<file path="src/rtl/bcd_alarm_pkg.sv">
package bcd_alarm_pkg;
   // bit positions inside the control / status / wake registers
   localparam int unsigned ENABLE_BIT = 0;
   localparam int unsigned STATUS_BIT = 0;
   localparam int unsigned WAKE_BIT   = 0;

   // number of non-alarm registers placed after the alarm bytes
   localparam int unsigned EXTRA_REGS = 3;

   // decoded write strobes from the register port
   typedef struct packed {
      logic ctrl_wr;
      logic ctrl_val;
      logic stat_clr;
      logic wake_clr;
   } flag_strobe_t;
endpackage

</file>
<file path="src/rtl/bcd_alarm_regs.sv">
module bcd_alarm_regs #(
   parameter int unsigned NUM_FIELDS = 6,
   parameter int unsigned FIELD_W    = 8,
   parameter int unsigned ADDR_W     = 4
) (
   input  logic                          clk,
   input  logic                          rst_n,
   input  logic                          wr,
   input  logic [ADDR_W-1:0]             addr,
   input  logic [FIELD_W-1:0]            wdata,
   output logic [NUM_FIELDS*FIELD_W-1:0] alarm_vec
);
   for (genvar g = 0; g < NUM_FIELDS; g++) begin : g_field
      localparam logic [ADDR_W-1:0] MY_ADDR = ADDR_W'(g);
      logic [FIELD_W-1:0] byte_q;
      always_ff @(posedge clk or negedge rst_n) begin
         if (!rst_n) begin
            byte_q <= '0;
         end else if (wr && (addr == MY_ADDR)) begin
            byte_q <= wdata;
         end
      end
      assign alarm_vec[g*FIELD_W +: FIELD_W] = byte_q;
   end
endmodule

</file>
<file path="src/rtl/bcd_alarm_match.sv">
module bcd_alarm_match #(
   parameter int unsigned NUM_FIELDS = 6,
   parameter int unsigned FIELD_W    = 8
) (
   input  logic                          tick,
   input  logic [NUM_FIELDS*FIELD_W-1:0] alarm_vec,
   input  logic [NUM_FIELDS*FIELD_W-1:0] live_vec,
   output logic                          hit
);
   logic [NUM_FIELDS-1:0] field_eq;

   for (genvar g = 0; g < NUM_FIELDS; g++) begin : g_cmp
      assign field_eq[g] = (alarm_vec[g*FIELD_W +: FIELD_W] == live_vec[g*FIELD_W +: FIELD_W]);
   end

   assign hit = tick && (&field_eq);
endmodule

</file>
<file path="src/rtl/bcd_alarm_flags.sv">
module bcd_alarm_flags
   import bcd_alarm_pkg::*;
#(
   parameter bit IRQ_REG = 1'b0
) (
   input  logic         clk,
   input  logic         rst_n,
   input  logic         hit,
   input  flag_strobe_t strb,
   output logic         enable,
   output logic         status,
   output logic         wake,
   output logic         irq
);
   logic enable_d, status_d, wake_d;

   always_comb begin
      enable_d = strb.ctrl_wr ? strb.ctrl_val : enable;
      // a match in the same cycle as a clear wins
      status_d = hit ? 1'b1 : (strb.stat_clr ? 1'b0 : status);
      wake_d   = hit ? 1'b1 : (strb.wake_clr ? 1'b0 : wake);
   end

   always_ff @(posedge clk or negedge rst_n) begin
      if (!rst_n) begin
         enable <= 1'b0;
         status <= 1'b0;
         wake   <= 1'b0;
      end else begin
         enable <= enable_d;
         status <= status_d;
         wake   <= wake_d;
      end
   end

   if (IRQ_REG) begin : g_irq_flop
      logic irq_q;
      always_ff @(posedge clk or negedge rst_n) begin
         if (!rst_n) irq_q <= 1'b0;
         else        irq_q <= status_d && enable_d;
      end
      assign irq = irq_q;
   end else begin : g_irq_comb
      assign irq = status && enable;
   end
endmodule

</file>
<file path="src/rtl/bcd_alarm_unit.sv">
module bcd_alarm_unit
   import bcd_alarm_pkg::*;
#(
   parameter int unsigned NUM_FIELDS = 6,
   parameter int unsigned FIELD_W    = 8,
   parameter int unsigned ADDR_W     = 4,
   parameter bit          IRQ_REG    = 1'b0
) (
   input  logic                          clk,
   input  logic                          rst_n,
   input  logic                          sec_tick,
   input  logic [NUM_FIELDS*FIELD_W-1:0] live_time,
   input  logic                          reg_wr,
   input  logic [ADDR_W-1:0]             reg_addr,
   input  logic [FIELD_W-1:0]            reg_wdata,
   output logic [FIELD_W-1:0]            reg_rdata,
   output logic                          alarm_flag,
   output logic                          wake_flag,
   output logic                          alarm_irq
);
   localparam int unsigned        REG_COUNT = NUM_FIELDS + EXTRA_REGS;
   localparam logic [ADDR_W-1:0]  CTRL_ADDR = ADDR_W'(NUM_FIELDS);
   localparam logic [ADDR_W-1:0]  STAT_ADDR = ADDR_W'(NUM_FIELDS + 1);
   localparam logic [ADDR_W-1:0]  WAKE_ADDR = ADDR_W'(NUM_FIELDS + 2);

   if (NUM_FIELDS < 1) begin : g_bad_fields
      $error("bcd_alarm_unit: NUM_FIELDS must be at least 1");
   end
   if (FIELD_W < 1) begin : g_bad_width
      $error("bcd_alarm_unit: FIELD_W must be at least 1");
   end
   if ((2 ** ADDR_W) < REG_COUNT) begin : g_bad_addr
      $error("bcd_alarm_unit: ADDR_W too narrow for the register map");
   end

   logic [NUM_FIELDS*FIELD_W-1:0] alarm_vec;
   logic                          hit;
   logic                          enable;
   flag_strobe_t                  strb;

   bcd_alarm_regs #(
      .NUM_FIELDS(NUM_FIELDS), .FIELD_W(FIELD_W), .ADDR_W(ADDR_W)
   ) u_regs (
      .clk(clk), .rst_n(rst_n), .wr(reg_wr), .addr(reg_addr),
      .wdata(reg_wdata), .alarm_vec(alarm_vec)
   );

   bcd_alarm_match #(
      .NUM_FIELDS(NUM_FIELDS), .FIELD_W(FIELD_W)
   ) u_match (
      .tick(sec_tick), .alarm_vec(alarm_vec), .live_vec(live_time), .hit(hit)
   );

   always_comb begin
      strb.ctrl_wr  = reg_wr && (reg_addr == CTRL_ADDR);
      strb.ctrl_val = reg_wdata[ENABLE_BIT];
      strb.stat_clr = reg_wr && (reg_addr == STAT_ADDR) && reg_wdata[STATUS_BIT];
      strb.wake_clr = reg_wr && (reg_addr == WAKE_ADDR) && reg_wdata[WAKE_BIT];
   end

   bcd_alarm_flags #(.IRQ_REG(IRQ_REG)) u_flags (
      .clk(clk), .rst_n(rst_n), .hit(hit), .strb(strb),
      .enable(enable), .status(alarm_flag), .wake(wake_flag), .irq(alarm_irq)
   );

   always_comb begin
      reg_rdata = '0;
      for (int i = 0; i < NUM_FIELDS; i++) begin
         if (reg_addr == ADDR_W'(i)) reg_rdata = alarm_vec[i*FIELD_W +: FIELD_W];
      end
      if (reg_addr == CTRL_ADDR) reg_rdata[ENABLE_BIT] = enable;
      if (reg_addr == STAT_ADDR) reg_rdata[STATUS_BIT] = alarm_flag;
      if (reg_addr == WAKE_ADDR) reg_rdata[WAKE_BIT]   = wake_flag;
   end
endmodule

</file>
<file path="config.mk">
export PLATFORM = sky130hd
export DESIGN_NAME = bcd_alarm_unit
export DESIGN_NICKNAME = d
export VERILOG_FILES = /design/src/rtl/bcd_alarm_pkg.sv /design/src/rtl/bcd_alarm_regs.sv /design/src/rtl/bcd_alarm_match.sv /design/src/rtl/bcd_alarm_flags.sv /design/src/rtl/bcd_alarm_unit.sv
export SDC_FILE = /design/constraint.sdc
export NUM_CORES = 1
export LEC_CHECK = 0
export BUFFER_PORTS_ARGS = -buffer_cell sky130_fd_sc_hd__buf_2
export CORE_UTILIZATION = 55
export CTS_BUF_LIST = sky130_fd_sc_hd__clkbuf_4 sky130_fd_sc_hd__clkbuf_8
export DETAILED_ROUTE_END_ITERATION = 16
export HOLD_SLACK_MARGIN = 0.1
export PLACE_DENSITY_LB_ADDON = 0.12
export SYNTH_ARGS = -nofsm -noshare
export SYNTH_HDL_FRONTEND = slang
export SYNTH_SLANG_ARGS = --single-unit
</file>
<file path="constraint.sdc">
create_clock -name clk -period 1.9 [get_ports clk]
set_input_delay 0.19 -clock clk [delete_from_list [all_inputs] [get_ports clk]]
set_output_delay 0.19 -clock clk [all_outputs]
set_load 0.03 [all_outputs]
</file>
Word-level counts from Yosys, hierarchy flattened:

Index checks and enable logic that the tools add are counted.

* input port bits: 64
* register bits: 51
* output and inout bits: 11
* logic and storage cells: 53

* reduce and logical (&&, ||, !) cells: 17
* mux-type cells: 13
* eq/ne operators: 14

Operators with widths (count)
* $eq A8 B8 Y1: 6
* $mux W8: 6
* $eq A4 B3 Y1 const B: 4
* $logic_and A1 B1 Y1: 13
* $eq A4 B2 Y1 const B: 2
* $mux W1: 7
* $reduce_and A6 Y1: 1
* $eq A4 B1 Y1 const B: 1
* $eq A4 B4 Y1 const B: 1
* $logic_not A4 Y1: 1
* $reduce_bool A2 Y1: 2

Depth between registers and ports, before layout:

Gate-level depths: netlist (run 1).

* depth after elaboration: 10
* mapped depth: 6
* mapped depth without buffers: 5

Modules after synthesis:

Synthesis (run 1) repeated with hierarchy kept, for this count alone.

* cell total of the unflattened synthesis: 267
* area, all modules: 3098.0 um2

By module, submodules not included
* bcd_alarm_regs: seq. area each 1201.2 um2, instances 1, area each 1891.8 um2, cells each 107
* bcd_alarm_unit: seq. area each 0.0 um2, instances 1, area each 558.0 um2, cells each 86
* bcd_alarm_match: seq. area each 0.0 um2, instances 1, area each 529.3 um2, cells each 65
* bcd_alarm_flags: seq. area each 75.1 um2, instances 1, area each 118.9 um2, cells each 9

Least setup slack after synthesis (run 1):

OpenSTA, ideal clock, no wires.

* kind: in2out
* start: input port reg_addr[0]
* end: output port reg_rdata[6]
* setup slack: 87 ps
* required time: 1710 ps
* stages: 6
* arrival time: 1623 ps
* buffers on the path: 2
* path through: clkbuf_1 > clkbuf_1 > nand2_1 > o22ai_1 > a21oi_1 > a21oi_1

* word-level cells in the longest chain between the ends: 7
* elaborated cells on any way between the ends: 12
* those cells by class: eq/ne (5); mux (6); reduce/logical (1)

Ends and longest elaborated chain
* start, declared: line bcd_alarm_unit.sv:14 `input logic [ADDR_W-1:0] reg_addr,`
* $logic_not A4 Y1: line bcd_alarm_unit.sv:69 `if (reg_addr == ADDR_W'(i)) reg_rdata = alarm_vec[i*FIELD_W +: FIELD_W];`
* $mux W8 (5 in a row): line bcd_alarm_unit.sv:69
* $mux W8 *: line bcd_alarm_unit.sv:69
* end, declared: line bcd_alarm_unit.sv:16 `output logic [FIELD_W-1:0] reg_rdata,`

Mark *: on every way between the ends. The rest lies on a longest branch, timed or not.

Final worst setup path (run 1):

* start: register u_regs.g_field[3].byte_q[2]
* end: output port reg_rdata[2]

* word-level cells in the longest chain between the ends: 3

Ends and longest elaborated chain
* start, declared: line bcd_alarm_regs.sv:15 `logic [FIELD_W-1:0] byte_q;`
* start signal, assigned: line bcd_alarm_regs.sv:20 `byte_q <= wdata;`
* $mux W8 (3 in a row): line bcd_alarm_unit.sv:69

No other way between the ends.

==> results.md, run 1 <==
- Run status: complete, no violations
- Series of cell instances along the critical path: mux2_2, a22oi_1, o221ai_1, buf_2
- Synth Cell Area: 2957 um2
- Weighted congestion at the end of routability-driven global placement: 0.9093
- Total number of clock tree sinks: 51
- Initial Utilization: 0.5752
- Pin count of the biggest net entering global routing: 31
- Starting DRC count in detailed routing: 200
- Clock Tree Root: sky130_fd_sc_hd__clkbuf_8
- Remaining DRCs: 0
- Top_reg_cell synth: sky130_fd_sc_hd__dfrtp_1
- Count of yosys warnings during synthesis: 0
- Share of async-settable or async-resettable flops after synthesis: 1.000
- Die Area: 5673 um2
- Main combinational cell family by area after synthesis: multiplexers
- Max-capacitance violation count: 0
- Count of buffers added by post-CTS timing repair for setup: 0
- CTS tree: done
- Highest fanout seen on the critical path: 3
- Max H-tree Level: 2
- Maximum clock frequency: 0.5625 GHz
- Synthesized instance count: 251
- Total count of max-transition violations in the final report: 0
- Worst clock skew: 0.007619 ns
- Tightest hold margin: 0.1930 ns
- Detailed Route WL: 7.572 mm
- Pleak: 1.641 nW
- CP endpoint kind: output pin
- Worst-Margin Slew: 0.5286 ns
- Clock Tree Buf Depth: 2
- I/O pin cnt: 75
- Total routing usage reported by global routing: 0.2901
- # nets final: 407
- Sequential area share after synthesis: 0.4317
- Met3 Resource Use GR: 0.04101
- Aggregate negative setup slack: 0 ns
- Post-synth EDFFs: 0
- Post-route clock period utilization: 0.9357
- Total gr overflow: 0
- Synthesized-area fraction occupied by xor and xnor cells: 0.1333
- Startpoint class of the critical path: flip-flop
- PnR Total Power: 3.129 mW
- Share of cell area taken by muxes after synthesis: 0.2569
- Synthesized Nets: 315
- Worst path arrival time: 1.59 ns
- IO buf count: 74
- Final setup fails: 0
- Routed vias: 2,370
- Share of layout cells above drive strength 1: 0.4535
- Fraction of the mapped netlist area in adder cells: 0
- Setup repair after global routing missed its margin: false
- Count of antenna diodes in the layout: 0
- Core area: 5140 um2
- Mean post-synth cell area: 11.78 um2
- Layout overhead on the synthesized area: 21.84%
- Met1 capacity usage during global routing: 0.4424
- Endpoints failing hold: 0
- Initial antenna violation count: 0
- Post-layout min period: 1.778 ns
- GR peak layer: met1
- Peak supply drop: 0.5633 mV
- Global-route wire length before repair: 11.67 mm
- Register clock-pin slew on the reported worst setup and hold paths: 0.09 ns
- Share of synthesized cell area in and, or, nand and nor gates: 0.1003
- Placement Rows: 26
- Per-cell via count in the routed design: 5.725
- Die W: 75.32 um
- Met2 track utilization from global routing: 0.4365
- Data required time of the critical path: 1.71 ns
- Num CTS Buffers: 5
- Number of global-route vias before repair: 2,183
- Antenna-violating nets left: 0
- Routed len/inst: 18.29 um
- Total power density per cell area: 868.6 nW/um2
- Slowest cell delay on critical path: 0.42 ns
- First-pass detailed-route iteration total: 4
- Hold/Removal Path Class: in -> reg
- Filler cell count in the final layout: 442
- Seq cells post-synth: 51
- Critical path class: reg -> out
- Slowest cell on the critical path: sky130_fd_sc_hd__dfrtp_1
- Height of the chip: 75.32 um
- Post-detailed-placement half-perimeter wirelength: 5.964 mm
- Fraction of the mapped netlist area in compound gates: 0.05713
- Clock network latency to the later pin of the worst-skew pair: 0.30 ns
- Yosys cell types: 36
- Max-slew headroom: 0.6476
[kinds of logic (layout without fill, tap and decap cells)]
| group | after synthesis | count (layout) |
|---|---|---|
| compound gates | 26 | 26 |
| mux | 65 | 65 |
| flops | 51 | 51 |
| xor+xnor | 45 | 45 |
| simple gates | 54 | 54 |
| buf+inv | 10 | 103 |
[layout by cell type, fill, tap and decap left out, types with 3 or more instances in the layout]
master / instances
sky130_fd_sc_hd__buf_2: 74
sky130_fd_sc_hd__a21oi_1: 6
sky130_fd_sc_hd__nand3_1: 3
sky130_fd_sc_hd__dfrtp_1: 51
sky130_fd_sc_hd__nor2_1: 8
sky130_fd_sc_hd__nand4_1: 10
sky130_fd_sc_hd__buf_4: 17
sky130_fd_sc_hd__nor2b_1: 3
sky130_fd_sc_hd__o22ai_1: 3
sky130_fd_sc_hd__clkbuf_8: 5
sky130_fd_sc_hd__nand2_1: 14
sky130_fd_sc_hd__xnor2_1: 43
sky130_fd_sc_hd__clkinv_2: 3
sky130_fd_sc_hd__mux2_4: 8
sky130_fd_sc_hd__mux2_2: 45
sky130_fd_sc_hd__o21ai_0: 5
sky130_fd_sc_hd__nor4_1: 3
sky130_fd_sc_hd__mux2i_1: 11
sky130_fd_sc_hd__a22oi_1: 5
[critical path, delay by kind of cell (launching register included)]
kind / cells / cell delay [ns]
buf+inv: 1 / 0.21
flops: 1 / 0.42
compound gates: 2 / 0.36
mux: 1 / 0.29
[area by class of cell]
type | count | area, um2 | share of cell area
multi-input cells | 190 | 1619 | 0.4495
flip-flops and latches | 51 | 1276 | 0.3543
repair buffers | 93 | 528.0 | 0.1466
well taps | 70 | 87.58 | 0.02431
clock buffers | 5 | 68.82 | 0.01910
clock inverters | 3 | 15.01 | 0.004168
inverters | 2 | 7.507 | 0.002084
[path summary, 6_finish.rpt]
| path | start | end | slack, ns | depth (start not counted) |
|---|---|---|---|---|
| min in group asynchronous | rst_n | u_regs.g_field[5].byte_q[4] | 0.39 | 2 |
| max in group asynchronous | rst_n | u_regs.g_field[5].byte_q[5] | 0.97 | 3 |
| hold / removal | reg_wdata[2] | u_regs.g_field[0].byte_q[2] | 0.19 | 2 |
| hold reg to reg | u_regs.g_field[4].byte_q[3] | u_regs.g_field[4].byte_q[3] | 0.51 | 1 |
| setup / recovery | u_regs.g_field[3].byte_q[2] | reg_rdata[2] | 0.12 | 4 |
| setup reg to reg | u_regs.g_field[0].byte_q[5] | u_flags.status | 0.29 | 5 |
[Yosys cell counts (4+ instances only)]
master | n | area (um2)
sky130_fd_sc_hd__xnor2_1 | 43 | 376.6
sky130_fd_sc_hd__a22oi_1 | 5 | 37.54
sky130_fd_sc_hd__dfrtp_1 | 51 | 1276
sky130_fd_sc_hd__nand4_1 | 10 | 62.56
sky130_fd_sc_hd__nor2_1 | 8 | 30.03
sky130_fd_sc_hd__nand2_1 | 14 | 52.55
sky130_fd_sc_hd__mux2i_1 | 11 | 110.1
sky130_fd_sc_hd__clkbuf_1 | 4 | 15.01
sky130_fd_sc_hd__mux2_2 | 45 | 506.7
sky130_fd_sc_hd__mux2_4 | 8 | 120.1
sky130_fd_sc_hd__o21ai_0 | 5 | 25.02
sky130_fd_sc_hd__a21oi_1 | 6 | 30.03
[power by group]
part / internal, mW / switching (mW)
registers: 1.33 / 0.253
logic: 0.549 / 0.394
clock network: 0.253 / 0.351
[registers in the layout (all words and copies together) (netlist names)]
signal                 count
u_regs.g_field.byte_q     48
u_flags.enable             1
u_flags.status             1
u_flags.wake               1
[per-stage QoR]
stage / cell area, um2 / util / instances / setup WS (ns)
2_1_floorplan: 2957 / - / 251 / 0.08668
3_3_place_gp: 3508 / 0.6826 / 405 / 0.1736
3_5_place_dp: 3508 / 0.6826 / 405 / 0.1588
4_1_cts: 3602 / 0.7008 / 414 / 0.1383
5_1_grt: 3602 / 0.7008 / 414 / 0.06690
6_report: 3602 / 0.7008 / 414 / 0.1222
[timing repair]
| action | 4_1_cts | 5_1_grt |
|---|---|---|
| resized for setup | 0 | 0 |
| endpoints found under the hold margin | 21 | 0 |
| hold buffers | 1 | 0 |
[per-layer routing]
| layer | up-vias | part of all wire |
|---|---|---|
| met2 | 105 | 0.46 |
| met5 | - | 0 |
| met3 | 11 | 0.063 |
| li1 | 1094 | - |
| met4 | 0 | 0.018 |
| met1 | 1160 | 0.46 |
Power figures use the tool's default switching activity.
==> run 2: changes to the inputs <==
--- a/config.mk
+++ b/config.mk
@@ -6,11 +6,12 @@
 export NUM_CORES = 1
 export LEC_CHECK = 0
 export BUFFER_PORTS_ARGS = -buffer_cell sky130_fd_sc_hd__buf_2
-export CORE_UTILIZATION = 55
+export CORE_UTILIZATION = 50
 export CTS_BUF_LIST = sky130_fd_sc_hd__clkbuf_4 sky130_fd_sc_hd__clkbuf_8
 export DETAILED_ROUTE_END_ITERATION = 16
 export HOLD_SLACK_MARGIN = 0.1
 export PLACE_DENSITY_LB_ADDON = 0.12
 export SYNTH_ARGS = -nofsm -noshare
 export SYNTH_HDL_FRONTEND = slang
+export SYNTH_HIERARCHICAL = 1
 export SYNTH_SLANG_ARGS = --single-unit
==> constraint.sdc (replaced) <==
create_clock -name clk -period 1.6 [get_ports clk]
set_input_delay 0.16 -clock clk [delete_from_list [all_inputs] [get_ports clk]]
set_output_delay 0.16 -clock clk [all_outputs]
set_load 0.03 [all_outputs]
==> results.md, run 2 <==
- Routed length on met2: 4.039 mm
- Run status: finished with violations
- Clock Tree Root: sky130_fd_sc_hd__clkbuf_8
- Pleak: 2.055 nW
- Worst clock skew: 0.002624 ns
- Highest routed layer: met4
- Number of global-route vias before repair: 2,534
- Synthesized Nets: 331
- Remaining DRCs: 0
- CTS tree: done
- Reg with most FFs: u_regs/g_field.byte_q
- Max H-tree Level: 2
- I/O pin cnt: 75
- Clock Tree Buf Depth: 2
- Placement Rows: 28
- Mean post-synth cell area: 11.60 um2
- Per-cell via count in the routed design: 5.571
- Die W: 80.72 um
- First-pass detailed-route iteration total: 4
- Post-detailed-placement half-perimeter wirelength: 6.372 mm
- Setup repair after global routing missed its margin: true
- Post-route clock period utilization: 1.185
- Count of yosys warnings during synthesis: 6
- Total gr overflow: 0
- CP endpoint kind: output pin
- Layout Utilization: 0.7149
- M1 wire length: 3.948 mm
- Flip-flop count of the largest register after layout: 48
- Hold/Removal Path Class: in -> reg
- Largest area contributor in the synthesized netlist: sky130_fd_sc_hd__dfrtp_1
- Num CTS Buffers: 5
- Routed len/inst: 18.17 um
- Most instantiated library cell after synthesis: sky130_fd_sc_hd__dfrtp_1
- Maximum clock frequency: 0.5274 GHz
- Starting DRC count in detailed routing: 131
- Synthesized instance count: 267
- Max-slew headroom: 0.7597
- Seq cells post-synth: 51
- # nets final: 459
- Startpoint class of the critical path: flip-flop
- Endpoints failing hold: 0
- Met3 wirelength from detailed routing: 472 um
- Total routing usage reported by global routing: 0.2832
- Weighted congestion at the end of routability-driven global placement: 0.8538
- Total number of clock tree sinks: 51
- Routed vias: 2,624
- Detailed Route WL: 8.557 mm
- Layout overhead on the synthesized area: 37.44%
- Global-route wire length before repair: 13.48 mm
- Peak supply drop: 0.6364 mV
- Yosys cell types: 46
- Top_reg_cell synth: sky130_fd_sc_hd__dfrtp_1
- Critical path class: reg -> out
- Share of layout cells above drive strength 1: 0.5581
- Initial antenna violation count: 0
- Proportion of netlist area held by the largest area contributor: 0.4120
- Initial Utilization: 0.5202
- Final setup fails: 9
- Commonest non-fill, non-tap cells in the layout: 66 x sky130_fd_sc_hd__buf_2, 54 x sky130_fd_sc_hd__buf_4, 51 x sky130_fd_sc_hd__dfrtp_1, 46 x sky130_fd_sc_hd__xor2_1, 39 x sky130_fd_sc_hd__mux2_2
- Data required time of the critical path: 1.44 ns
- Core area: 5956 um2
- Register clock-pin slew on the reported worst setup and hold paths: 0.10 ns
- Total count of max-transition violations in the final report: 0
- Failing checks: setup timing
- Synth Cell Area: 3098 um2
- Height of the chip: 80.72 um
- Max-capacitance violation count: 0
- Most frequent standard cell in the layout excluding fill and tap cells: sky130_fd_sc_hd__buf_2
- Worst path arrival time: 1.74 ns
- Share of async-settable or async-resettable flops after synthesis: 1.000
- Post-synth EDFFs: 0
- Leading cell types by total area after synthesis: sky130_fd_sc_hd__dfrtp_1 41%, sky130_fd_sc_hd__mux2_2 15%, sky130_fd_sc_hd__xor2_1 13%, sky130_fd_sc_hd__mux2_4 4.4%, sky130_fd_sc_hd__nor4_1 2.2%
- Highest fanout seen on the critical path: 2
- Pin count of the biggest net entering global routing: 52
- Sequential area share after synthesis: 0.4120
- Die Area: 6515 um2
- Clock network latency to the later pin of the worst-skew pair: 0.30 ns
- Post-layout min period: 1.896 ns
- Tightest hold margin: 0.1567 ns
- IO buf count: 74
- Count of antenna diodes in the layout: 0
- Setup slack of the critical path after layout: -0.2962 ns
- Worst-Margin Slew: 0.3588 ns
- Antenna-violating nets left: 0
- Total power density per cell area: 960.1 nW/um2
- Most numerous cell types in the synthesized netlist: 51 x sky130_fd_sc_hd__dfrtp_1, 47 x sky130_fd_sc_hd__xor2_1, 40 x sky130_fd_sc_hd__mux2_2
-- run 2: changes by cell type after synthesis, moves of 4 or more --
cell | before | now
sky130_fd_sc_hd__a21oi_1 | 6 | 0
sky130_fd_sc_hd__mux2_2 | 45 | 40
sky130_fd_sc_hd__mux2i_1 | 11 | 4
sky130_fd_sc_hd__nand2b_1 | 1 | 5
sky130_fd_sc_hd__nand4_1 | 10 | 2
sky130_fd_sc_hd__nor2_1 | 8 | 15
sky130_fd_sc_hd__nor3_1 | 1 | 8
sky130_fd_sc_hd__nor4_1 | 3 | 11
sky130_fd_sc_hd__o32ai_1 | 0 | 4
sky130_fd_sc_hd__xnor2_1 | 43 | 1
sky130_fd_sc_hd__xor2_1 | 2 | 47
-- run 2: final cells by class --
class | count | area (um2)
multi-input combinational | 202 | 1891
fill | 455 | 1698
sequential | 51 | 1276
timing repair buffer | 131 | 893.4
tap | 75 | 93.84
clock buffer | 6 | 76.32
inverter | 4 | 15.01
clock inverter | 2 | 12.51
-- run 2: final timing paths --
| path | startpoint | to | slack [ns] | cells past startpoint |
|---|---|---|---|---|
| setup / recovery | u_regs/g_field[3].byte_q[6] | reg_rdata[6] | -0.30 | 4 |
| hold / removal | reg_wdata[6] | u_regs/g_field[4].byte_q[6] | 0.16 | 2 |
| setup reg to reg | u_regs/g_field[4].byte_q[6] | u_flags/status | -0.06 | 6 |
| hold reg to reg | u_flags/wake | u_flags/wake | 0.53 | 1 |
| max in group asynchronous | rst_n | u_flags/enable | 0.99 | 3 |
| min in group asynchronous | rst_n | u_regs/g_field[0].byte_q[0] | 0.35 | 3 |
-- run 2: cell families after synthesis --
group	count (synthesis)	share of synthesized area
and+or+nand+nor	74	0.1426
muxes	57	0.2201
DFF	51	0.4120
xor gates and xnor gates	48	0.1357
AOI/OAI and AO/OA	23	0.06260
buffers and inverters	14	0.02706
-- run 2: per-stage QoR --
stage	total power, mW	setup slack (ns)	instance area (um2)	instances	TNS, ns
floorplan	2.545	0.09408	3119	267	0
finish	4.088	-0.2962	4258	471	-0.7764
global route	4.319	-0.3732	4258	471	-1.587
CTS	4.075	-0.3034	4204	471	-0.8422
detailed placement	3.138	-0.1043	3910	452	-0.7529
global placement	3.100	-0.09645	3910	452	-0.5305
-- run 2: per-layer routing --
| metal | vias to the layer above | track usage |
|---|---|---|
| met5 | - | 0 |
| met4 | 0 | 0.07143 |
| met3 | 10 | 0.04091 |
| met2 | 80 | 0.4398 |
| met1 | 1308 | 0.4127 |
| li1 | 1226 | - |
-- run 2: where the power goes --
group	switching (mW)	total (mW)	internal [mW]
sequential	0.251	1.83	1.58
clock	0.440	0.764	0.324
combinational	0.637	1.50	0.859
-- run 2: repair_timing --
item                                   in CTS  in global routing
buffers inserted                           10                  0
endpoints found under the hold margin      51                  0
hold buffers                                1                  0
setup endpoints to repair                  10                 10
pin swaps                                  22                 15
resized for setup                          31                  7
-- run 2: worst max-delay path, cell delays in order, from the launching register on --
cell and delay (ns):
sky130_fd_sc_hd__dfrtp_1 0.38, sky130_fd_sc_hd__mux4_2 0.46, sky130_fd_sc_hd__a222oi_1 0.34, sky130_fd_sc_hd__inv_1 0.10, sky130_fd_sc_hd__buf_6 0.15
==> run 3: changes to the inputs <==
--- a/config.mk
+++ b/config.mk
@@ -11,6 +11,7 @@
 export DETAILED_ROUTE_END_ITERATION = 16
 export HOLD_SLACK_MARGIN = 0.1
 export PLACE_DENSITY_LB_ADDON = 0.12
+export SKIP_LAST_GASP = 1
 export SYNTH_ARGS = -nofsm -noshare
 export SYNTH_HDL_FRONTEND = slang
 export SYNTH_HIERARCHICAL = 1
==> results.md, run 3 (same netlist as run 2, synthesis figures left out) <==
- CP endpoint kind: output pin
- Routed vias: 2,594
- Aggregate negative setup slack: -0.8415 ns
- IO buf count: 74
- Most frequent standard cell in the layout excluding fill and tap cells: sky130_fd_sc_hd__buf_2
- Data required time of the critical path: 1.44 ns
- Routed len/inst: 18.11 um
- # nets final: 459
- Pin count of the biggest net entering global routing: 52
- Global-route wire length before repair: 13.48 mm
- Antenna-violating nets left: 0
- Worst clock skew: 0.003327 ns
- Post-layout min period: 1.893 ns
- Initial Utilization: 0.5202
- Share of layout cells above drive strength 1: 0.5530
- Remaining DRCs: 0
- Total routing usage reported by global routing: 0.2835
- PnR Total Power: 4.080 mW
- Max-capacitance violation count: 0
- Setup slack of the critical path after layout: -0.2927 ns
- Register clock-pin slew on the reported worst setup and hold paths: 0.10 ns
- Maximum clock frequency: 0.5284 GHz
- Count of antenna diodes in the layout: 0
- Total gr overflow: 0
- Starting DRC count in detailed routing: 130
- # placed instances: 452
- Startpoint class of the critical path: flip-flop
- Failing checks: setup timing
- Layout overhead on the synthesized area: 37.08%
- Final setup fails: 9
- Worst path arrival time: 1.73 ns
- Worst-case register-to-register setup slack: -0.08 ns
- Logic pwr share: 0.365
- First-pass detailed-route iteration total: 5
- Final instance count without filler cells: 471
- Endpoints failing hold: 0
- Weighted congestion at the end of routability-driven global placement: 0.8538
- Filler cell count in the final layout: 454
- Reg with most FFs: u_regs/g_field.byte_q
- Clock network latency to the later pin of the worst-skew pair: 0.31 ns
- Placement Rows: 28
- Commonest non-fill, non-tap cells in the layout: 66 x sky130_fd_sc_hd__buf_2, 54 x sky130_fd_sc_hd__buf_4, 51 x sky130_fd_sc_hd__dfrtp_1, 46 x sky130_fd_sc_hd__xor2_1, 39 x sky130_fd_sc_hd__mux2_2
- Critical path class: reg -> out
- Switching power share of the total: 0.3241
- Post-route clock period utilization: 1.183
- Die Area: 6515 um2
- Flip-flop count of the largest register after layout: 48
- Worst setup slack after placement: -0.1043 ns
- Per-cell via count in the routed design: 5.507
- Max H-tree Level: 2
- Pleak: 2.053 nW
- Total power density per cell area: 960.8 nW/um2
- Detailed Route WL: 8.530 mm
- Height of the chip: 80.72 um
- Clock Tree Buf Depth: 2
- Peak supply drop: 0.6393 mV
- Switching power of the nets: 1.323 mW
- Setup repair after global routing missed its margin: true
- Max-slew headroom: 0.7533
- I/O pin cnt: 75
- Post-detailed-placement half-perimeter wirelength: 6.372 mm
- Hold/Removal Path Class: in -> reg
- Highest fanout seen on the critical path: 2
- Worst-Margin Slew: 0.3688 ns
- Internal cell power: 2.758 mW
- Num CTS Buffers: 5
- Core area: 5956 um2
- Initial antenna violation count: 0
- Sequential Power Share: 0.447
- Total number of clock tree sinks: 51
- Clock Tree Root: sky130_fd_sc_hd__clkbuf_8
- Die W: 80.72 um
- Number of global-route vias before repair: 2,527
- CTS tree: done
- Clock network fraction of total power: 0.188
- Run status: finished with violations
- Total count of max-transition violations in the final report: 0
==> run 3: per-stage QoR <==
stage	hold WS (ns)	util	cell area, um2
2_1_floorplan	-0.1356	-	3119
3_3_place_gp	0.1739	0.6565	3910
3_5_place_dp	0.1721	0.6565	3910
4_1_cts	0.1484	0.7050	4199
5_1_grt	0.1626	0.7130	4247
6_report	0.1557	0.7130	4247
==> run 3: area by class of cell <==
type | instances | area [um2] | share of cell area
Multi-Input combinational cell | 202 | 1879 | 0.4425
Clock buffer | 6 | 76.32 | 0.01797
Tap cell | 75 | 93.84 | 0.02210
Sequential cell | 51 | 1276 | 0.3005
Timing Repair Buffer | 131 | 893.4 | 0.2104
Clock inverter | 2 | 12.51 | 0.002946
Inverter | 4 | 15.01 | 0.003536
==> run 3: routing by layer <==
metal	vias up	share of wire	track usage
met1	1263	0.46	0.4113
met4	0	0.014	0.07143
met2	93	0.47	0.4424
met3	13	0.058	0.04091
li1	1225	-	-
met5	-	0	0
==> run 3: final timing paths <==
kind	startpoint	cells after the start	end
max	u_regs/g_field[1].byte_q[6]	4	reg_rdata[6]
min	reg_wdata[6]	2	u_regs/g_field[4].byte_q[6]
max reg2reg	u_regs/g_field[1].byte_q[2]	6	u_flags/status
min reg2reg	u_flags/wake	1	u_flags/wake
max in group asynchronous	rst_n	3	u_flags/enable
min in group asynchronous	rst_n	3	u_regs/g_field[0].byte_q[0]
==> run 3: critical path, stage by stage (launching register included) <==
cell,delay [ns]
sky130_fd_sc_hd__dfrtp_1,0.40
sky130_fd_sc_hd__mux4_2,0.44
sky130_fd_sc_hd__a222oi_1,0.33
sky130_fd_sc_hd__inv_1,0.10
sky130_fd_sc_hd__buf_6,0.15
==> run 3: timing repair <==
item	CTS	global route
resized for setup	30	6
hold buffers	1	0
setup buffers	10	0
hold endpoints to repair	51	0
pin swaps	22	14
setup endpoints to repair	10	10
==> run 3: power groups by stage <==
stage | clock network [mW] | logic (mW) | registers (mW)
2_1_floorplan | 0 | 0.741 | 1.80
3_3_place_gp | 0 | 1.24 | 1.86
3_5_place_dp | 0 | 1.27 | 1.87
4_1_cts | 0.777 | 1.47 | 1.82
5_1_grt | 0.834 | 1.61 | 1.87
6_report | 0.767 | 1.49 | 1.83
